[config.mk]
export PLATFORM = sky130hd
export DESIGN_NAME = trace_status_enc
export DESIGN_NICKNAME = d
export VERILOG_FILES = /design/src/rtl/tse_pkg.sv /design/src/rtl/tse_classify.sv /design/src/rtl/tse_fifo.sv /design/src/rtl/tse_serializer.sv /design/src/rtl/trace_status_enc.sv
export SDC_FILE = /design/constraint.sdc
export NUM_CORES = 1
export LEC_CHECK = 0
export BUFFER_PORTS_ARGS = -buffer_cell sky130_fd_sc_hd__buf_4
export CAP_MARGIN = 20
export CORE_AREA = 10 10 279 227
export CTS_BUF_LIST = sky130_fd_sc_hd__clkbuf_2
export CTS_CLUSTER_SIZE = 14
export DETAILED_ROUTE_END_ITERATION = 10
export DIE_AREA = 0 0 289 237
export PLACE_DENSITY = 0.44
export SLEW_MARGIN = 10
export SYNTH_ARGS = -nofsm -noshare
export SYNTH_HDL_FRONTEND = slang
export SYNTH_SLANG_ARGS = --single-unit
[constraint.sdc]
create_clock -name clk -period 9.4 [get_ports clk]
set_input_delay 1.88 -clock clk [delete_from_list [all_inputs] [get_ports clk]]
set_output_delay 1.88 -clock clk [all_outputs]
set_load 0.02 [all_outputs]
[src/rtl/tse_pkg.sv]
package tse_pkg;
  localparam int TRC_DW = 32;
  localparam int NIB_W  = 4;

  localparam logic [3:0] PST_IDLE = 4'h0;
  localparam logic [3:0] PST_DONE = 4'h1;
  localparam logic [3:0] PST_WDBG = 4'h4;
  localparam logic [3:0] PST_FLOW = 4'h5;
  localparam logic [3:0] PST_EXC  = 4'hC;
  localparam logic [3:0] MRK_B    = 4'h8;
  localparam logic [3:0] MRK_W    = 4'h9;
  localparam logic [3:0] MRK_3B   = 4'hA;
  localparam logic [3:0] MRK_L    = 4'hB;

  typedef enum logic [2:0] {
    EV_PLAIN      = 3'd0,
    EV_WDDATA     = 3'd1,
    EV_FLOW       = 3'd2,
    EV_BLKMOVE    = 3'd3,
    EV_EXC_WRITE  = 3'd4,
    EV_EXC_VECTOR = 3'd5
  } ev_class_e;

  typedef struct packed {
    logic [3:0]        marker;
    logic [3:0]        nibbles;
    logic [TRC_DW-1:0] data;
  } trace_rec_t;

  function automatic logic [3:0] opnd_marker(input logic [1:0] sz);
    case (sz)
      2'd0:    return MRK_B;
      2'd1:    return MRK_W;
      default: return MRK_L;
    endcase
  endfunction

  function automatic logic [3:0] opnd_nibbles(input logic [1:0] sz);
    case (sz)
      2'd0:    return 4'd2;
      2'd1:    return 4'd4;
      default: return 4'd8;
    endcase
  endfunction

  function automatic logic [3:0] tgt_marker(input logic [TRC_DW-1:0] tgt,
                                            input logic [TRC_DW-1:0] pc);
    if (tgt[TRC_DW-1:16] == pc[TRC_DW-1:16]) return MRK_W;
    if (tgt[TRC_DW-1:24] == pc[TRC_DW-1:24]) return MRK_3B;
    return MRK_L;
  endfunction

  function automatic logic [3:0] tgt_nibbles(input logic [3:0] mrk);
    case (mrk)
      MRK_W:   return 4'd4;
      MRK_3B:  return 4'd6;
      default: return 4'd8;
    endcase
  endfunction

  function automatic logic flow_shows(input logic [2:0] mode);
    return (mode >= 3'd1) && (mode <= 3'd5);
  endfunction

  function automatic logic blk_burst(input logic [3:0] lo, input logic [4:0] regs);
    return (lo == 4'd0) && (regs >= 5'd4);
  endfunction
endpackage

[src/rtl/tse_classify.sv]
module tse_classify
  import tse_pkg::*;
(
  input  logic              ev_valid,
  input  logic [2:0]        ev_class,
  input  logic              exc_active,
  input  logic              exc_is_reset,
  input  logic              capture_en,
  input  logic              tgt_en,
  input  logic              opnd_valid,
  input  logic [1:0]        opnd_size,
  input  logic [TRC_DW-1:0] opnd_data,
  input  logic              tgt_valid,
  input  logic [TRC_DW-1:0] tgt_addr,
  input  logic [TRC_DW-1:0] cur_pc,
  input  logic [2:0]        flow_mode,
  input  logic [3:0]        blk_addr_lo,
  input  logic [4:0]        blk_regs,
  output logic [3:0]        comp_code,
  output logic              rec_valid,
  output trace_rec_t        rec
);
  logic [3:0] raw_code;
  trace_rec_t opnd_rec, tgt_rec;

  always_comb begin
    opnd_rec.marker  = opnd_marker(opnd_size);
    opnd_rec.nibbles = opnd_nibbles(opnd_size);
    opnd_rec.data    = opnd_data;
    tgt_rec.marker   = tgt_marker(tgt_addr, cur_pc);
    tgt_rec.nibbles  = tgt_nibbles(tgt_rec.marker);
    tgt_rec.data     = tgt_addr;
  end

  always_comb begin
    raw_code  = PST_IDLE;
    rec_valid = 1'b0;
    rec       = opnd_rec;
    if (ev_valid) begin
      case (ev_class_e'(ev_class))
        EV_PLAIN: begin
          raw_code  = PST_DONE;
          rec_valid = opnd_valid && capture_en;
        end
        EV_WDDATA: begin
          raw_code  = PST_WDBG;
          rec_valid = opnd_valid;
        end
        EV_FLOW: begin
          raw_code  = PST_FLOW;
          rec_valid = tgt_valid && tgt_en && flow_shows(flow_mode);
          rec       = tgt_rec;
        end
        EV_BLKMOVE: begin
          raw_code  = PST_DONE;
          rec_valid = opnd_valid && capture_en && !blk_burst(blk_addr_lo, blk_regs);
        end
        EV_EXC_WRITE: rec_valid = opnd_valid && capture_en;
        EV_EXC_VECTOR: rec_valid = opnd_valid && capture_en && !exc_is_reset;
        default: begin
          raw_code  = PST_IDLE;
          rec_valid = 1'b0;
        end
      endcase
    end
    comp_code = (exc_active && raw_code != PST_FLOW) ? PST_IDLE : raw_code;
  end
endmodule

[src/rtl/tse_fifo.sv]
module tse_fifo
  import tse_pkg::*;
#(
  parameter int DEPTH = 8
) (
  input  logic       clk,
  input  logic       rst_n,
  input  logic       push,
  input  trace_rec_t push_rec,
  input  logic       pop,
  output trace_rec_t head_rec,
  output logic       empty,
  output logic       full,
  output logic       overflow
);
  localparam int PW = (DEPTH > 1) ? $clog2(DEPTH) : 1;
  localparam int CW = $clog2(DEPTH + 1);

  trace_rec_t        mem [DEPTH];
  logic [PW-1:0]     rd_ptr, wr_ptr;
  logic [CW-1:0]     count;
  logic              wr_fire, rd_fire;

  assign empty    = (count == '0);
  assign full     = (count == CW'(DEPTH));
  assign wr_fire  = push && !full;
  assign rd_fire  = pop && !empty;
  assign head_rec = mem[rd_ptr];

  function automatic logic [PW-1:0] bump(input logic [PW-1:0] p);
    return (p == PW'(DEPTH - 1)) ? '0 : p + 1'b1;
  endfunction

  always_ff @(posedge clk) begin
    if (wr_fire) mem[wr_ptr] <= push_rec;
  end

  always_ff @(posedge clk) begin
    if (!rst_n) begin
      rd_ptr   <= '0;
      wr_ptr   <= '0;
      count    <= '0;
      overflow <= 1'b0;
    end else begin
      if (wr_fire) wr_ptr <= bump(wr_ptr);
      if (rd_fire) rd_ptr <= bump(rd_ptr);
      count    <= count + CW'(wr_fire) - CW'(rd_fire);
      overflow <= overflow || (push && full);
    end
  end


  ovf_sticky_chk: assert property (@(posedge clk) disable iff (!rst_n)
    overflow |=> overflow);

  no_underflow_chk: assert property (@(posedge clk) disable iff (!rst_n)
    pop |-> !empty);

  depth_bound_chk: assert property (@(posedge clk) disable iff (!rst_n)
    count <= CW'(DEPTH));
endmodule

[src/rtl/tse_serializer.sv]
module tse_serializer
  import tse_pkg::*;
(
  input  logic       clk,
  input  logic       rst_n,
  input  logic [3:0] comp_code,
  input  logic [3:0] base_code,
  input  trace_rec_t head_rec,
  input  logic       fifo_empty,
  output logic       pop,
  output logic       busy,
  output logic [3:0] pst,
  output logic [3:0] ddata
);
  logic [TRC_DW-1:0] shift;
  logic [3:0]        left;

  assign pop = !busy && !fifo_empty && (comp_code == PST_IDLE);

  always_ff @(posedge clk) begin
    if (!rst_n) begin
      pst   <= PST_IDLE;
      ddata <= 4'h0;
      busy  <= 1'b0;
      shift <= '0;
      left  <= '0;
    end else begin
      if (comp_code != PST_IDLE) pst <= comp_code;
      else if (pop)              pst <= head_rec.marker;
      else                       pst <= base_code;
      ddata <= busy ? shift[NIB_W-1:0] : 4'h0;
      if (busy) begin
        shift <= shift >> NIB_W;
        left  <= left - 1'b1;
        if (left == 4'd1) busy <= 1'b0;
      end else if (pop) begin
        busy  <= 1'b1;
        shift <= head_rec.data;
        left  <= head_rec.nibbles;
      end
    end
  end


  marker_code_chk: assert property (@(posedge clk) disable iff (!rst_n)
    pop |=> (pst == MRK_B || pst == MRK_W || pst == MRK_3B || pst == MRK_L));

  comp_prio_chk: assert property (@(posedge clk) disable iff (!rst_n)
    (comp_code != PST_IDLE) |-> !pop);

  payload_len_chk: assert property (@(posedge clk) disable iff (!rst_n)
    pop |-> (head_rec.nibbles != 4'd0));
endmodule

[src/rtl/trace_status_enc.sv]
module trace_status_enc
  import tse_pkg::*;
#(
  parameter int FIFO_DEPTH = 8
) (
  input  logic              clk,
  input  logic              rst_n,
  input  logic              ev_valid,
  input  logic [2:0]        ev_class,
  input  logic              exc_active,
  input  logic              exc_is_reset,
  input  logic              capture_en,
  input  logic              tgt_en,
  input  logic              opnd_valid,
  input  logic [1:0]        opnd_size,
  input  logic [TRC_DW-1:0] opnd_data,
  input  logic              tgt_valid,
  input  logic [TRC_DW-1:0] tgt_addr,
  input  logic [TRC_DW-1:0] cur_pc,
  input  logic [2:0]        flow_mode,
  input  logic [3:0]        blk_addr_lo,
  input  logic [4:0]        blk_regs,
  output logic [3:0]        pst,
  output logic [3:0]        ddata,
  output logic              overflow
);
  logic [3:0] comp_code;
  logic [3:0] base_code;
  logic       rec_valid;
  trace_rec_t rec, head_rec;
  logic       fifo_empty, fifo_full, ser_pop, ser_busy;

  assign base_code = exc_active ? PST_EXC : PST_IDLE;

  tse_classify i_classify (
    .ev_valid, .ev_class, .exc_active, .exc_is_reset, .capture_en, .tgt_en,
    .opnd_valid, .opnd_size, .opnd_data, .tgt_valid, .tgt_addr, .cur_pc,
    .flow_mode, .blk_addr_lo, .blk_regs,
    .comp_code, .rec_valid, .rec
  );

  tse_fifo #(.DEPTH(FIFO_DEPTH)) i_fifo (
    .clk, .rst_n,
    .push(rec_valid), .push_rec(rec), .pop(ser_pop), .head_rec,
    .empty(fifo_empty), .full(fifo_full), .overflow
  );

  tse_serializer i_ser (
    .clk, .rst_n, .comp_code, .base_code, .head_rec, .fifo_empty,
    .pop(ser_pop), .busy(ser_busy), .pst, .ddata
  );


  exc_hold_chk: assert property (@(posedge clk) disable iff (!rst_n)
    (exc_active && !(ev_valid && ev_class == 3'd2) && !ser_pop) |=> (pst == PST_EXC));

  blk_burst_chk: assert property (@(posedge clk) disable iff (!rst_n)
    (ev_valid && ev_class == 3'd3 && blk_addr_lo == 4'd0 && blk_regs >= 5'd4) |-> !rec_valid);

  ignored_class_chk: assert property (@(posedge clk) disable iff (!rst_n)
    (!ev_valid || ev_class >= 3'd6) |-> (!rec_valid && comp_code == PST_IDLE));

  no_restart_chk: assert property (@(posedge clk) disable iff (!rst_n)
    ser_busy |-> !ser_pop);

  idle_pst_chk: assert property (@(posedge clk) disable iff (!rst_n)
    (!ev_valid && !exc_active && fifo_empty) |=> (pst == PST_IDLE));
endmodule

Word level (Yosys, flattened, before mapping)
Memories as Yosys holds them, arrays and structs flattened. A register that Yosys moved wholly into a read port is not among the register bits.
Index checks and enable logic that the tools add are counted.
- multiplexer cells: 33
- equality and inequality tests: 15
- shifts and indexed selects: 0
- bitwise gates (word level): 1
- reductions and logical operators: 30
- multiply operators: 0
- div/mod/pow operators: 0
- order comparisons: 3
- add/subtract/negate cells: 5
- operators with widths (kind ; number):
    2-to-1 mux 40 bit ; 2
    2-to-1 mux 28 bit ; 2
    2-to-1 mux 4 bit ; 11
    == test 16 bit ; 1
    one-hot mux 4 bit (2 select lines) ; 2
    logical AND 1 bit ; 13
    == test 3 bit, second input constant ; 4
    == test 4 bit, second input constant ; 3
    logical NOT 4 bit ; 3
    2-to-1 mux 3 bit ; 4
    2-to-1 mux 1 bit ; 9
    one-hot mux 3 bit (3 select lines) ; 1
    == test 8 bit ; 1
    adder 3 x 1 -> 3 bit, second input constant ; 2
    == test 3 x 2 -> 1 bit, second input constant ; 2
    OR reduction 2 bit ; 3
    >= comparator 5 x 3 -> 1 bit, second input constant ; 1
    logical NOT 1 bit ; 5
    one-hot mux 1 bit (5 select lines) ; 1
    adder 4 x 1 -> 4 bit ; 1
    == test 4 x 1 -> 1 bit, second input constant ; 1
    != test 4 x 3 -> 1 bit, second input constant ; 1
    one-hot mux 2 bit (2 select lines) ; 1
    nonzero test 4 bit ; 1
    other kinds (12) ; 12
- input bits: 122
- latch bits: 0
- memories: 1
- register bits: 56
- ROM bits: 0
- bits in writable memories: 320
- output and inout bits: 9
- word-level logic and storage cells: 98
- memories (name ; depth ; width ; rd ports ; clocked after memory_dff ; wr ports ; line ; text):
    i_fifo.mem ; 8 ; 40 ; 1 ; 1 ; 1 ; tse_fifo.sv:19 ; trace_rec_t mem [DEPTH];

Depth between registers and ports, before layout
Gate-level depths: netlist of the first run.
- depth after elaboration: 12
- gate-level depth with buffers: 11
- gate-level depth less buffers: 11

By module
A second synthesis of the first run with hierarchy kept.
- cells, all modules: 875
- area total of the unflattened synthesis: 15957.8 um^2
- by module, submodules not included (module ; times used ; sequential area each (um^2) ; area an instance (um^2) ; cells each):
    tse_fifo ; 1 ; 9889.5 ; 13045.0 ; 544
    tse_serializer ; 1 ; 900.9 ; 2065.7 ; 234
    tse_classify ; 1 ; 0.0 ; 843.3 ; 96
    trace_status_enc ; 1 ; 0.0 ; 3.8 ; 1

Least setup slack after synthesis of the first run
OpenSTA, ideal clock, no wires.
- path kind: input to register
- from: in blk_regs[3]
- to: mem i_fifo.mem[1][0] (netlist name) (enable)
- arrival time: 6.534 ns
- buffers on the path: 0
- required time: 8.862 ns
- slack: 2.329 ns
- setup time: 0.538 ns
- stages on the path: 4
- cell sequence: o31a_1 o31ai_4 o21ai_4 nor4b_1
- cells in the longest elaborated chain, start to end: 9
- ends and longest elaborated chain (item ; line ; text):
    start, declared ; trace_status_enc.sv:22 ; input logic [4:0] blk_regs,
    >= comparator 5 x 3 -> 1 bit ; tse_pkg.sv:66 ; return (lo == 4'd0) && (regs >= 5'd4);
    logical AND 1 bit ; tse_pkg.sv:66 ;
    logical NOT 1 bit ; tse_classify.sv:56 ; rec_valid = opnd_valid && capture_en && !blk_burst(blk_addr_lo, blk_regs);
    logical AND 1 bit ; tse_classify.sv:56 ;
    one-hot mux 1 bit (5 select lines) ; tse_classify.sv:40 ; case (ev_class_e'(ev_class))
    2-to-1 mux 1 bit ; tse_classify.sv:39 ; if (ev_valid) begin
    logical AND 1 bit ; tse_fifo.sv:26 ; assign wr_fire = push && !full;
    2-to-1 mux 1 bit ; tse_fifo.sv:35 ; if (wr_fire) mem[wr_ptr] <= push_rec;
    2-to-1 mux 1 bit (not written as such) ; tse_fifo.sv:35 ;
    end, declared ; tse_fifo.sv:19 ;
Every way passes these cells.

Final worst setup path of the first run
- from: in blk_regs[3]
- to: mem i_fifo.mem[6][0] (netlist name) (enable)
The elaborated chain is that of the path after synthesis.

==> results of run 1 <==
==> layout make-up <==
type / count / area share [%]
sequential: 355 / 59.4
multi-input combinational: 358 / 23.6
tap: 769 / 5.67
timing repair buffer: 128 / 5.66
clock buffer: 154 / 4.54
clock inverter: 18 / 0.878
inverter: 10 / 0.221
antenna: 1 / 0.0148
==> kinds of logic (layout without fill, tap and decap cells) <==
family | after synthesis | in the layout | synth area share (%)
DFF | 355 | 355 | 70.6
muxes | 146 | 146 | 17.0
AOI/OAI and AO/OA | 102 | 102 | 4.92
and+or+nand+nor | 80 | 80 | 3.42
buffers and inverters | 52 | 310 | 1.88
xor gates and xnor gates | 18 | 18 | 1.10
adders and majority gates | 12 | 12 | 1.10
other | 0 | 1 | 0
==> worst max-delay path by stage <==
| stage | start | end | slack, ns | cells after the start |
|---|---|---|---|---|
| floorplan | blk_regs[3] | i_fifo.mem[1][0]$_DFFE_PP_ | 2.33 | 4 |
| global placement | blk_regs[3] | i_fifo.mem[6][22]$_DFFE_PP_ | 4.96 | 6 |
| finish | blk_regs[3] | i_fifo.mem[6][0]$_DFFE_PP_ | 6.00 | 6 |
| global route | i_fifo.overflow$_SDFF_PN0_ | overflow | 5.91 | 1 |
| detailed placement | blk_regs[3] | i_fifo.mem[6][18]$_DFFE_PP_ | 4.95 | 6 |
| CTS | i_ser.pst[3]$_SDFF_PP0_ | pst[3] | 5.94 | 1 |
==> critical path, delay by kind of cell <==
| family | cells | cell delay [ns] |
|---|---|---|
| AOI/OAI and AO/OA | 3 | 0.89 |
| buffers and inverters | 2 | 0.64 |
| and+or+nand+nor | 1 | 0.57 |
==> routing by layer <==
layer / GRT usage, % / vias to the layer above
met5: 0 / -
met3: 2.78 / 56
met2: 15.8 / 188
met1: 13.3 / 3860
met4: 3.37 / 0
li1: - / 3518
==> sequential cells by signal, summed over array words and instances (netlist names), 3 cells and up, named ones only <==
| name | cells |
|---|---|
| i_fifo.count | 4 |
| i_fifo.mem | 296 |
| i_fifo.rd_ptr | 3 |
| i_fifo.wr_ptr | 3 |
| i_ser.ddata | 4 |
| i_ser.left | 4 |
| i_ser.pst | 4 |
| i_ser.shift | 32 |
==> cells in the final DEF, fill, tap and decap left out, drive strengths merged, types with 14 or more instances in the layout <==
cell type	count
nand2	18
edfxtp	296
a22oi	28
mux2i	38
clkbuf	154
buf	128
dfxtp	59
mux4	74
o21ai	36
clkinv	14
mux2	34
==> power groups by stage <==
stage | clock [mW] | combinational (mW) | sequential (mW)
final | 1.14 | 0.744 | 1.93
after global routing | 1.29 | 0.827 | 1.95
after CTS | 1.20 | 0.768 | 1.94
after detailed placement | 0 | 0.767 | 1.98
after global placement | 0 | 0.760 | 1.97
after floorplan | 0 | 0.628 | 1.88
==> metrics by stage <==
step / hold WS [ns] / cell area [um2] / instances
floorplan: 0.436 / 14300 / 765
global placement: 0.449 / 16000 / 1620
detailed placement: 0.455 / 16000 / 1620
CTS: 0.472 / 17000 / 1792
global route: 0.517 / 17000 / 1793
finish: 0.462 / 17000 / 1793
==> impl_metrics.json, run 1 <==
{
  "seqCellArea_um2": 10100,
  "synth_top_area_cell": "edfxtp_1",
  "outcome": "finished clean",
  "hold_depth": 2,
  "final_core_util_pct": 29.4,
  "grt_pass1_wl_um": 51500,
  "slew_violations": 0,
  "grt_max_degree": 45,
  "power_frac_seq_pct": 50.7,
  "final_layout_size_suffix_gt1_share_pct": 40.9,
  "synth_cell_type_count": 56,
  "cts-resized-gates": 0,
  "htreeDepth": 3,
  "clk_root_buffer_cell": "clkbuf_2",
  "max-slew-margin-rel_pct": 39.4,
  "cap_violations": 0,
  "fin_crit_sh_pct": 36.1,
  "setup_violations": 0,
  "comb_power_share_pct": 19.5,
  "die_y_um": 237,
  "holdPathEnd": "i_fifo.overflow$_SDFF_PN0_",
  "num_vias": 7622,
  "wirelength_um": 34800,
  "p_per_area_nw_per_um2": 225,
  "crit_type": "in -> reg",
  "clk_latency_ns": 0.98,
  "yosysTopAreaCellShare_pct": 62.3,
  "switching_share_pct": 29.2,
  "nets": 1078,
  "ctsLongestPathBuffers": 3,
  "multi_input_area_um2": 4000,
  "holdCritStartpoint": "i_fifo.overflow$_SDFF_PN0_",
  "synthArstFlopShare_pct": 0,
  "p_sw_mw": 1.12,
  "postCtsHoldBufs": 0,
  "maxUsedRoutingLayer": "met4",
  "report.final.hold_viol_count": 0,
  "wl_met1_um": 15700,
  "power.total_mw": 3.82,
  "post-place-ws_ns": 4.95,
  "drt_drc_violations_left": 0,
  "ys_ff_latch": 355,
  "grt_usage_pct": 10.1,
  "grt-ovfl-total": 0,
  "die_w_um": 289,
  "drt-pass1-iter-count": 4,
  "yosys-top-cells-count": "edfxtp_1 (296), mux4_2 (74), dfxtp_1 (59)",
  "synth-edff-count": 296,
  "required_ns": 9.98,
  "fillers": 5798,
  "hold_path_class": "reg -> reg",
  "post_cts_buffers": 0,
  "end_kind": "flip-flop",
  "syn2layout_area_growth_pct": 18.9,
  "cts_buffers": 91,
  "ir_drop_v": 0.000110,
  "cts_tree": "built",
  "clk_pin_slew_ns": 0.09,
  "fmax_ghz": 0.294,
  "ios": 131,
  "dieArea_um2": 68500,
  "reg2reg_setup_slack_ns": 6.52,
  "clkPwrFrac_pct": 29.8,
  "seq_area_frac_synth_pct": 70.6,
  "period_needed_ns": 3.40,
  "netlist_top_cells_area": "edfxtp_1 (62%), mux4_2 (12%), dfxtp_1 (8.3%)",
  "cpMostUsedCell": "buf_4",
  "p_int_mw": 2.70,
  "cpMaxStageDelayCell": "nor2_4",
  "io_buffer_count": 112,
  "drtIter0Drc": 393,
  "syn_nets": 899,
  "fp-row-count": 79,
  "initial_core_util_pct": 24.7,
  "place.gp.congestion": 0.683,
  "met2WireLength_um": 16300,
  "rsz0062_at_grt": "false",
  "dp_hpwl_um": 19600,
  "arrival_ns": 3.98,
  "wl_met3_um": 2120,
  "syn_area_um2": 14300,
  "yosysMostFrequentCell": "edfxtp_1",
  "cp-start-kind": "primary input",
  "r2r_end": "i_ser.left[3]$_SDFFE_PN0P_",
  "core_area_um2": 57700,
  "avgSynthCellArea_um2": 18.7,
  "worstMarginPinSlew_ns": 0.909,
  "synth-main-ff-cell": "edfxtp_1",
  "reg2reg_depth": 5,
  "wl_per_cell_um": 19.4,
  "clock_sinks": 355,
  "grt_antenna_before_repair": 1,
  "crit_chain": "buf_4 -> o31a_1 -> o31ai_4 -> o21ai_4 -> nor2_4 -> buf_4",
  "syn_inst": 765,
  "fin_skew_ns": 0.0574,
  "grt_pass1_vias": 8134,
  "leakage_nw": 5.63,
  "cp_max_fo": 24,
  "postLayoutSetupSlackWorst_ns": 6.00,
  "via_per_inst": 4.25,
  "yosysWarningCount": 0,
  "cpPeakStageDelay_ns": 0.57,
  "antenna_left": 0,
  "setup_tns_ns": 0
}
No activity file was read; power rests on OpenSTA's default activity.
==> run 2, diff against run 1 <==
==> constraint.sdc (replaced) <==
create_clock -name clk -period 3.3 [get_ports clk]
set_input_delay 0.66 -clock clk [delete_from_list [all_inputs] [get_ports clk]]
set_output_delay 0.66 -clock clk [all_outputs]
set_load 0.02 [all_outputs]
==> run 2 against run 1 <==
Net effect:
- cell count rose by 4.5%
- clock-buffer cell count fell by 7
- utilization rose by 1.4 points
- power rose to 2.9 times the previous value
- via count rose by 3.8%
- non-clock buffer count rose by 75
- largest power group unchanged
==> impl_metrics.json, run 2 (synthesis gave the netlist of run 1 again) <==
{
  "outcome": "finished clean",
  "met2_usage_pct": 16.7,
  "required_ns": 3.97,
  "postLayoutSetupSlackWorst_ns": 0.683,
  "die_w_um": 289,
  "layout_common_cells": "edfxtp_1 (296), clkbuf_2 (147), buf_4 (130)",
  "final_layout_size_suffix_gt1_share_pct": 38.4,
  "placed_area_um2": 16200,
  "grt-ovfl-total": 0,
  "grt_usage_pct": 10.3,
  "period_needed_ns": 2.62,
  "hold_path_class": "in -> reg",
  "holdCritStartpoint": "opnd_data[5]",
  "clock_sinks": 355,
  "syn2layout_area_growth_pct": 24.7,
  "place.gp.congestion": 0.665,
  "rsz0062_at_grt": "false",
  "drtIter0Drc": 398,
  "hold_depth": 2,
  "fin_skew_ns": 0.0473,
  "use_met1_pct": 13.0,
  "wl_per_cell_um": 18.9,
  "antenna_left": 0,
  "grt_antenna_before_repair": 2,
  "htreeDepth": 3,
  "post-place-ws_ns": 0.345,
  "fp-row-count": 79,
  "p_per_area_nw_per_um2": 614,
  "largest_register": "i_fifo.mem",
  "clk_latency_ns": 1.00,
  "comb_power_share_pct": 21.3,
  "fmax_ghz": 0.382,
  "p_sw_mw": 3.21,
  "wirelength_um": 35300,
  "ios": 131,
  "final_cell_area_um2": 17800,
  "cts_buffers": 94,
  "top_regs": "i_fifo.mem: 296 flops, i_ser.shift: 32 flops",
  "ir_drop_v": 0.000252,
  "r2r_start": "i_fifo.count[2]$_SDFF_PN0_",
  "met3_usage_pct": 2.99,
  "core_area_um2": 57700,
  "cap_violations": 0,
  "post_cts_buffers": 0,
  "drt-pass1-iter-count": 4,
  "drt_drc_violations_left": 0,
  "die_y_um": 237,
  "io_buffer_count": 112,
  "via_per_inst": 4.22,
  "clk_pin_slew_ns": 0.09,
  "reg2reg_depth": 11,
  "num_vias": 7909,
  "cp_max_fo": 37,
  "cp-start-kind": "primary input",
  "busiest_layer": "met2",
  "final_common_cell": "edfxtp_1",
  "ctsLongestPathBuffers": 3,
  "holdPathEnd": "i_fifo.mem[6][5]$_DFFE_PP_",
  "clk_root_buffer_cell": "clkbuf_2",
  "reg2reg_setup_slack_ns": 1.10,
  "switching_share_pct": 29.4,
  "initial_core_util_pct": 24.7,
  "leakage_nw": 5.96,
  "crit_type": "in -> reg",
  "r2r_end": "i_fifo.count[2]$_SDFF_PN0_",
  "nets": 1156,
  "fin_crit_sh_pct": 79.3,
  "largest_reg_flops": 296,
  "grt_pass1_wl_um": 53000,
  "dp_hpwl_um": 20400,
  "arrival_ns": 3.28,
  "grt_max_degree": 38,
  "slew_violations": 0,
  "clkPwrFrac_pct": 28.8,
  "end_kind": "flip-flop",
  "setup_violations": 0,
  "p_int_mw": 7.72,
  "report.final.hold_viol_count": 0,
  "worstMarginPinSlew_ns": 0.810,
  "dieArea_um2": 68500,
  "grt_pass1_vias": 8498,
  "power_frac_seq_pct": 49.9,
  "cts_tree": "built",
  "max-slew-margin-rel_pct": 46.0
}
[run 2: cell count changes in the layout (fill, tap and decap cells not counted), moves of 2 or more]
cell / previous run / this run
dlygate4sd3_1: 0 / 66
clkinv_1: 12 / 20
buf_12: 0 / 7
clkbuf_2: 154 / 147
buf_4: 128 / 130
clkinv_2: 2 / 4
inv_2: 1 / 3
nor4b_2: 2 / 0
nor4b_4: 1 / 3
[run 2: critical path, stage by stage]
cell and delay, ns:
dlygate4sd3_1 0.55, buf_4 0.15, nand2b_4 0.17, nor2_4 0.11, buf_4 0.53, mux2_2 0.42, dlygate4sd3_1 0.66
[run 2: timing repair]
action / 4_1_cts / 5_1_grt
setup endpoints to repair: 0 / 0
hold buffers: 66 / 0
gates resized for setup: 0 / 0
hold endpoints to repair: 238 / 0
[run 2: routing by layer]
metal | vias up | part of all wire, %
met4 | 0 | 1.4
li1 | 3701 | -
met3 | 42 | 4.4
met5 | - | 0
met2 | 161 | 49
met1 | 4005 | 45
[run 2: metrics by stage]
step / hold WS, ns / TNS [ns] / util (%) / cells / total power, mW
6_report: 0.144 / 0 / 30.8 / 1873 / 10.9
2_1_floorplan: 0.436 / -93.88 / - / 765 / 7.16
3_5_place_dp: 0.450 / 0 / 28.1 / 1629 / 7.90
4_1_cts: 0.000212 / 0 / 30.8 / 1871 / 11.2
3_3_place_gp: 0.448 / 0 / 28.1 / 1629 / 7.88
5_1_grt: 0.0137 / 0 / 30.8 / 1873 / 11.7
[run 2: power by group through the flow]
stage | logic (mW) | registers, mW | clock network, mW
after floorplan | 1.79 | 5.36 | 0
after global placement | 2.30 | 5.58 | 0
after detailed placement | 2.33 | 5.58 | 0
after CTS | 2.40 | 5.48 | 3.33
after global routing | 2.58 | 5.52 | 3.58
final | 2.33 | 5.46 | 3.14
[run 2: how the worst max path moves through the flow]
stage	cells past startpoint	slack, ns	from	to
floorplan	4	-0.72	blk_regs[3]	i_fifo.mem[1][0]$_DFFE_PP_
global placement	11	0.42	capture_en	i_fifo.count[3]$_SDFF_PN0_
detailed placement	11	0.34	blk_addr_lo[1]	i_fifo.count[3]$_SDFF_PN0_
CTS	7	0.79	ev_class[2]	i_fifo.mem[1][1]$_DFFE_PP_
global route	7	0.71	ev_class[2]	i_fifo.mem[0][3]$_DFFE_PP_
finish	7	0.68	ev_class[2]	i_fifo.mem[5][7]$_DFFE_PP_
[run 2: cell type report]
type                       count  area (um2)
antenna                        2        5.00
tap                          769         962
clock inverter                29         166
multi-input combinational    358        4040
sequential                   355       10100
clock buffer                 147         736
timing repair buffer         203        1780
fill                        5753       39900
inverter                      10        37.5
==> run 3, diff against run 2 <==
--- a/config.mk
+++ b/config.mk
@@ -12,7 +12,7 @@
 export CTS_CLUSTER_SIZE = 14
 export DETAILED_ROUTE_END_ITERATION = 10
 export DIE_AREA = 0 0 289 237
-export PLACE_DENSITY = 0.44
+export PLACE_DENSITY = 0.45
 export SLEW_MARGIN = 10
 export SYNTH_ARGS = -nofsm -noshare
 export SYNTH_HDL_FRONTEND = slang
==> constraint.sdc (replaced) <==
create_clock -name clk -period 2.1 [get_ports clk]
set_input_delay 0.42 -clock clk [delete_from_list [all_inputs] [get_ports clk]]
set_output_delay 0.42 -clock clk [all_outputs]
set_load 0.02 [all_outputs]
==> run 3 against run 2 <==
Net effect:
- register-to-register slack got worse by 0.97 ns
- via count up 3.1%
- power up 60%
- cell count rose by 2.0%
- clock-buffer cell count is 19 lower
- first-iteration DRC count fell by 16%
- non-clock buffer count is 48 higher
- clock skew grew 0.033 ns
- clock power is 59% higher
- global-route usage grew 0.27 points
- largest cell class unchanged
- highest routed layer unchanged
==> impl_metrics.json, run 3 (synthesis gave the netlist of run 1 again) <==
{
  "die_w_um": 289,
  "syn2layout_area_growth_pct": 29.4,
  "die_y_um": 237,
  "core_area_um2": 57700,
  "ios": 131,
  "final_core_util_pct": 32.0,
  "rsz0062_at_grt": "false",
  "fin_skew_ns": 0.0804,
  "final_common_cell": "edfxtp_1",
  "dp_hpwl_um": 22800,
  "largest_reg_flops": 296,
  "slew_violations": 0,
  "antenna_left": 0,
  "wl_per_cell_um": 18.8,
  "grt-ovfl-total": 0,
  "clk_pin_slew_ns": 0.11,
  "cts_tree": "built",
  "hold_path_class": "in -> reg",
  "ir_drop_v": 0.000481,
  "htreeDepth": 3,
  "io_buffer_count": 112,
  "top_regs": "i_fifo.mem: 296 flops, i_ser.shift: 32 flops",
  "cap_violations": 0,
  "p_per_area_nw_per_um2": 949,
  "clock_sinks": 355,
  "required_ns": 2.97,
  "ctsLongestPathBuffers": 3,
  "drtIter0Drc": 335,
  "largest_register": "i_fifo.mem",
  "crit_chain": "inv_1 -> ha_4 -> nand2_1 -> nor3b_4 -> nand2b_1 -> nand2_1 -> ha_2 -> inv_2 -> fa_2 -> xnor2_1 -> and2_1",
  "hold_ws_ns": 0.115,
  "grt_max_degree": 49,
  "clk_root_buffer_cell": "clkbuf_2",
  "setup_tns_ns": 0,
  "layout_common_cells": "edfxtp_1 (296), buf_4 (150), clkbuf_2 (128)",
  "cpMaxStageDelayCell": "fa_2",
  "grt_usage_pct": 10.6,
  "fmax_ghz": 0.507,
  "crit_type": "reg -> reg",
  "drt-pass1-iter-count": 5,
  "leakage_nw": 6.23,
  "clk_latency_ns": 0.98,
  "cp_max_fo": 3,
  "place.gp.congestion": 0.699,
  "cp-start-kind": "flip-flop",
  "power.total_mw": 17.5,
  "worstMarginPinSlew_ns": 0.669,
  "via_per_inst": 4.27,
  "grt_pass1_vias": 8845,
  "cpPeakStageDelay_ns": 0.35,
  "final_layout_size_suffix_gt1_share_pct": 39.8,
  "dieArea_um2": 68500,
  "report.final.hold_viol_count": 0,
  "outcome": "finished clean",
  "cts_buffers": 91,
  "grt_antenna_before_repair": 1,
  "fin_crit_sh_pct": 93.9,
  "wirelength_um": 36000,
  "nets": 1201,
  "num_vias": 8151,
  "post_cts_buffers": 0,
  "fp-row-count": 79,
  "initial_core_util_pct": 24.7,
  "setup_violations": 0,
  "cpMostUsedCell": "nand2_1",
  "period_needed_ns": 1.97,
  "max-slew-margin-rel_pct": 55.4,
  "arrival_ns": 2.84,
  "end_kind": "flip-flop",
  "grt_pass1_wl_um": 54600,
  "drt_drc_violations_left": 0
}
[run 3: changes by cell type in the layout (fill, tap and decap cells not counted), sizes merged, moves of 2 or more]
cell | before | now
buf | 137 | 178
bufinv | 2 | 4
clkbuf | 147 | 128
clkinv | 24 | 33
dlygate4sd3 | 66 | 73
inv | 13 | 11
[run 3: layer usage]
metal	GRT usage, %	vias up	wire length [um]
met5	0	-	0
met4	3.11	0	525
met3	2.70	43	1610
met2	16.6	158	17000
met1	14.1	4161	16800
li1	-	3789	-
[run 3: final cells by class]
class	instances	area (um2)
Clock inverter	38	254
Multi-Input combinational cell	358	4070
Sequential cell	355	10100
Tap cell	769	962
Inverter	10	37.5
Timing Repair Buffer	251	2420
Clock buffer	128	641
Fill cell	5715	39300
Antenna cell	1	2.50
[run 3: path summary, 6_finish.rpt]
path                                start                             to  depth (start not counted)  slack [ns]
max            i_fifo.count[3]$_SDFF_PN0_     i_fifo.count[2]$_SDFF_PN0_                         11        0.13
min                              ev_valid  i_fifo.wr_ptr[0]$_SDFFE_PN0P_                          6        0.12
min reg2reg  i_ser.shift[21]$_SDFFE_PN0P_   i_ser.shift[17]$_SDFFE_PN0P_                          2        0.47
max reg2reg    i_fifo.count[3]$_SDFF_PN0_     i_fifo.count[2]$_SDFF_PN0_                         11        0.13
[run 3: what timing repair did]
| item | in CTS | in global routing |
|---|---|---|
| setup endpoints to repair | 0 | 2 |
| gates resized for setup | 0 | 4 |
| hold endpoints to repair | 331 | 0 |
| hold buffers | 73 | 0 |
[run 3: power breakdown]
group	switching [mW]	leakage, nW	internal [mW]
logic	1.97	2.42	2.16
registers	0.341	3.15	8.08
clock network	2.83	0.656	2.14
[run 3: critical path: cells and delay by family, from the launching register on]
family,cells,cell delay (ns)
xor gates and xnor gates,1,0.12
adders and majority gates,3,0.70
buffers and inverters,2,0.11
DFF,1,0.34
and+or+nand+nor,5,0.59
[run 3: metrics by stage]
stage / cells / instance area [um2] / setup slack [ns]
after global routing: 1910 / 18500 / 0.00487
after detailed placement: 1670 / 16800 / -0.374
after global placement: 1670 / 16800 / -0.348
after CTS: 1909 / 18400 / 0.0485
after floorplan: 765 / 14400 / -0.915
final: 1910 / 18500 / 0.127
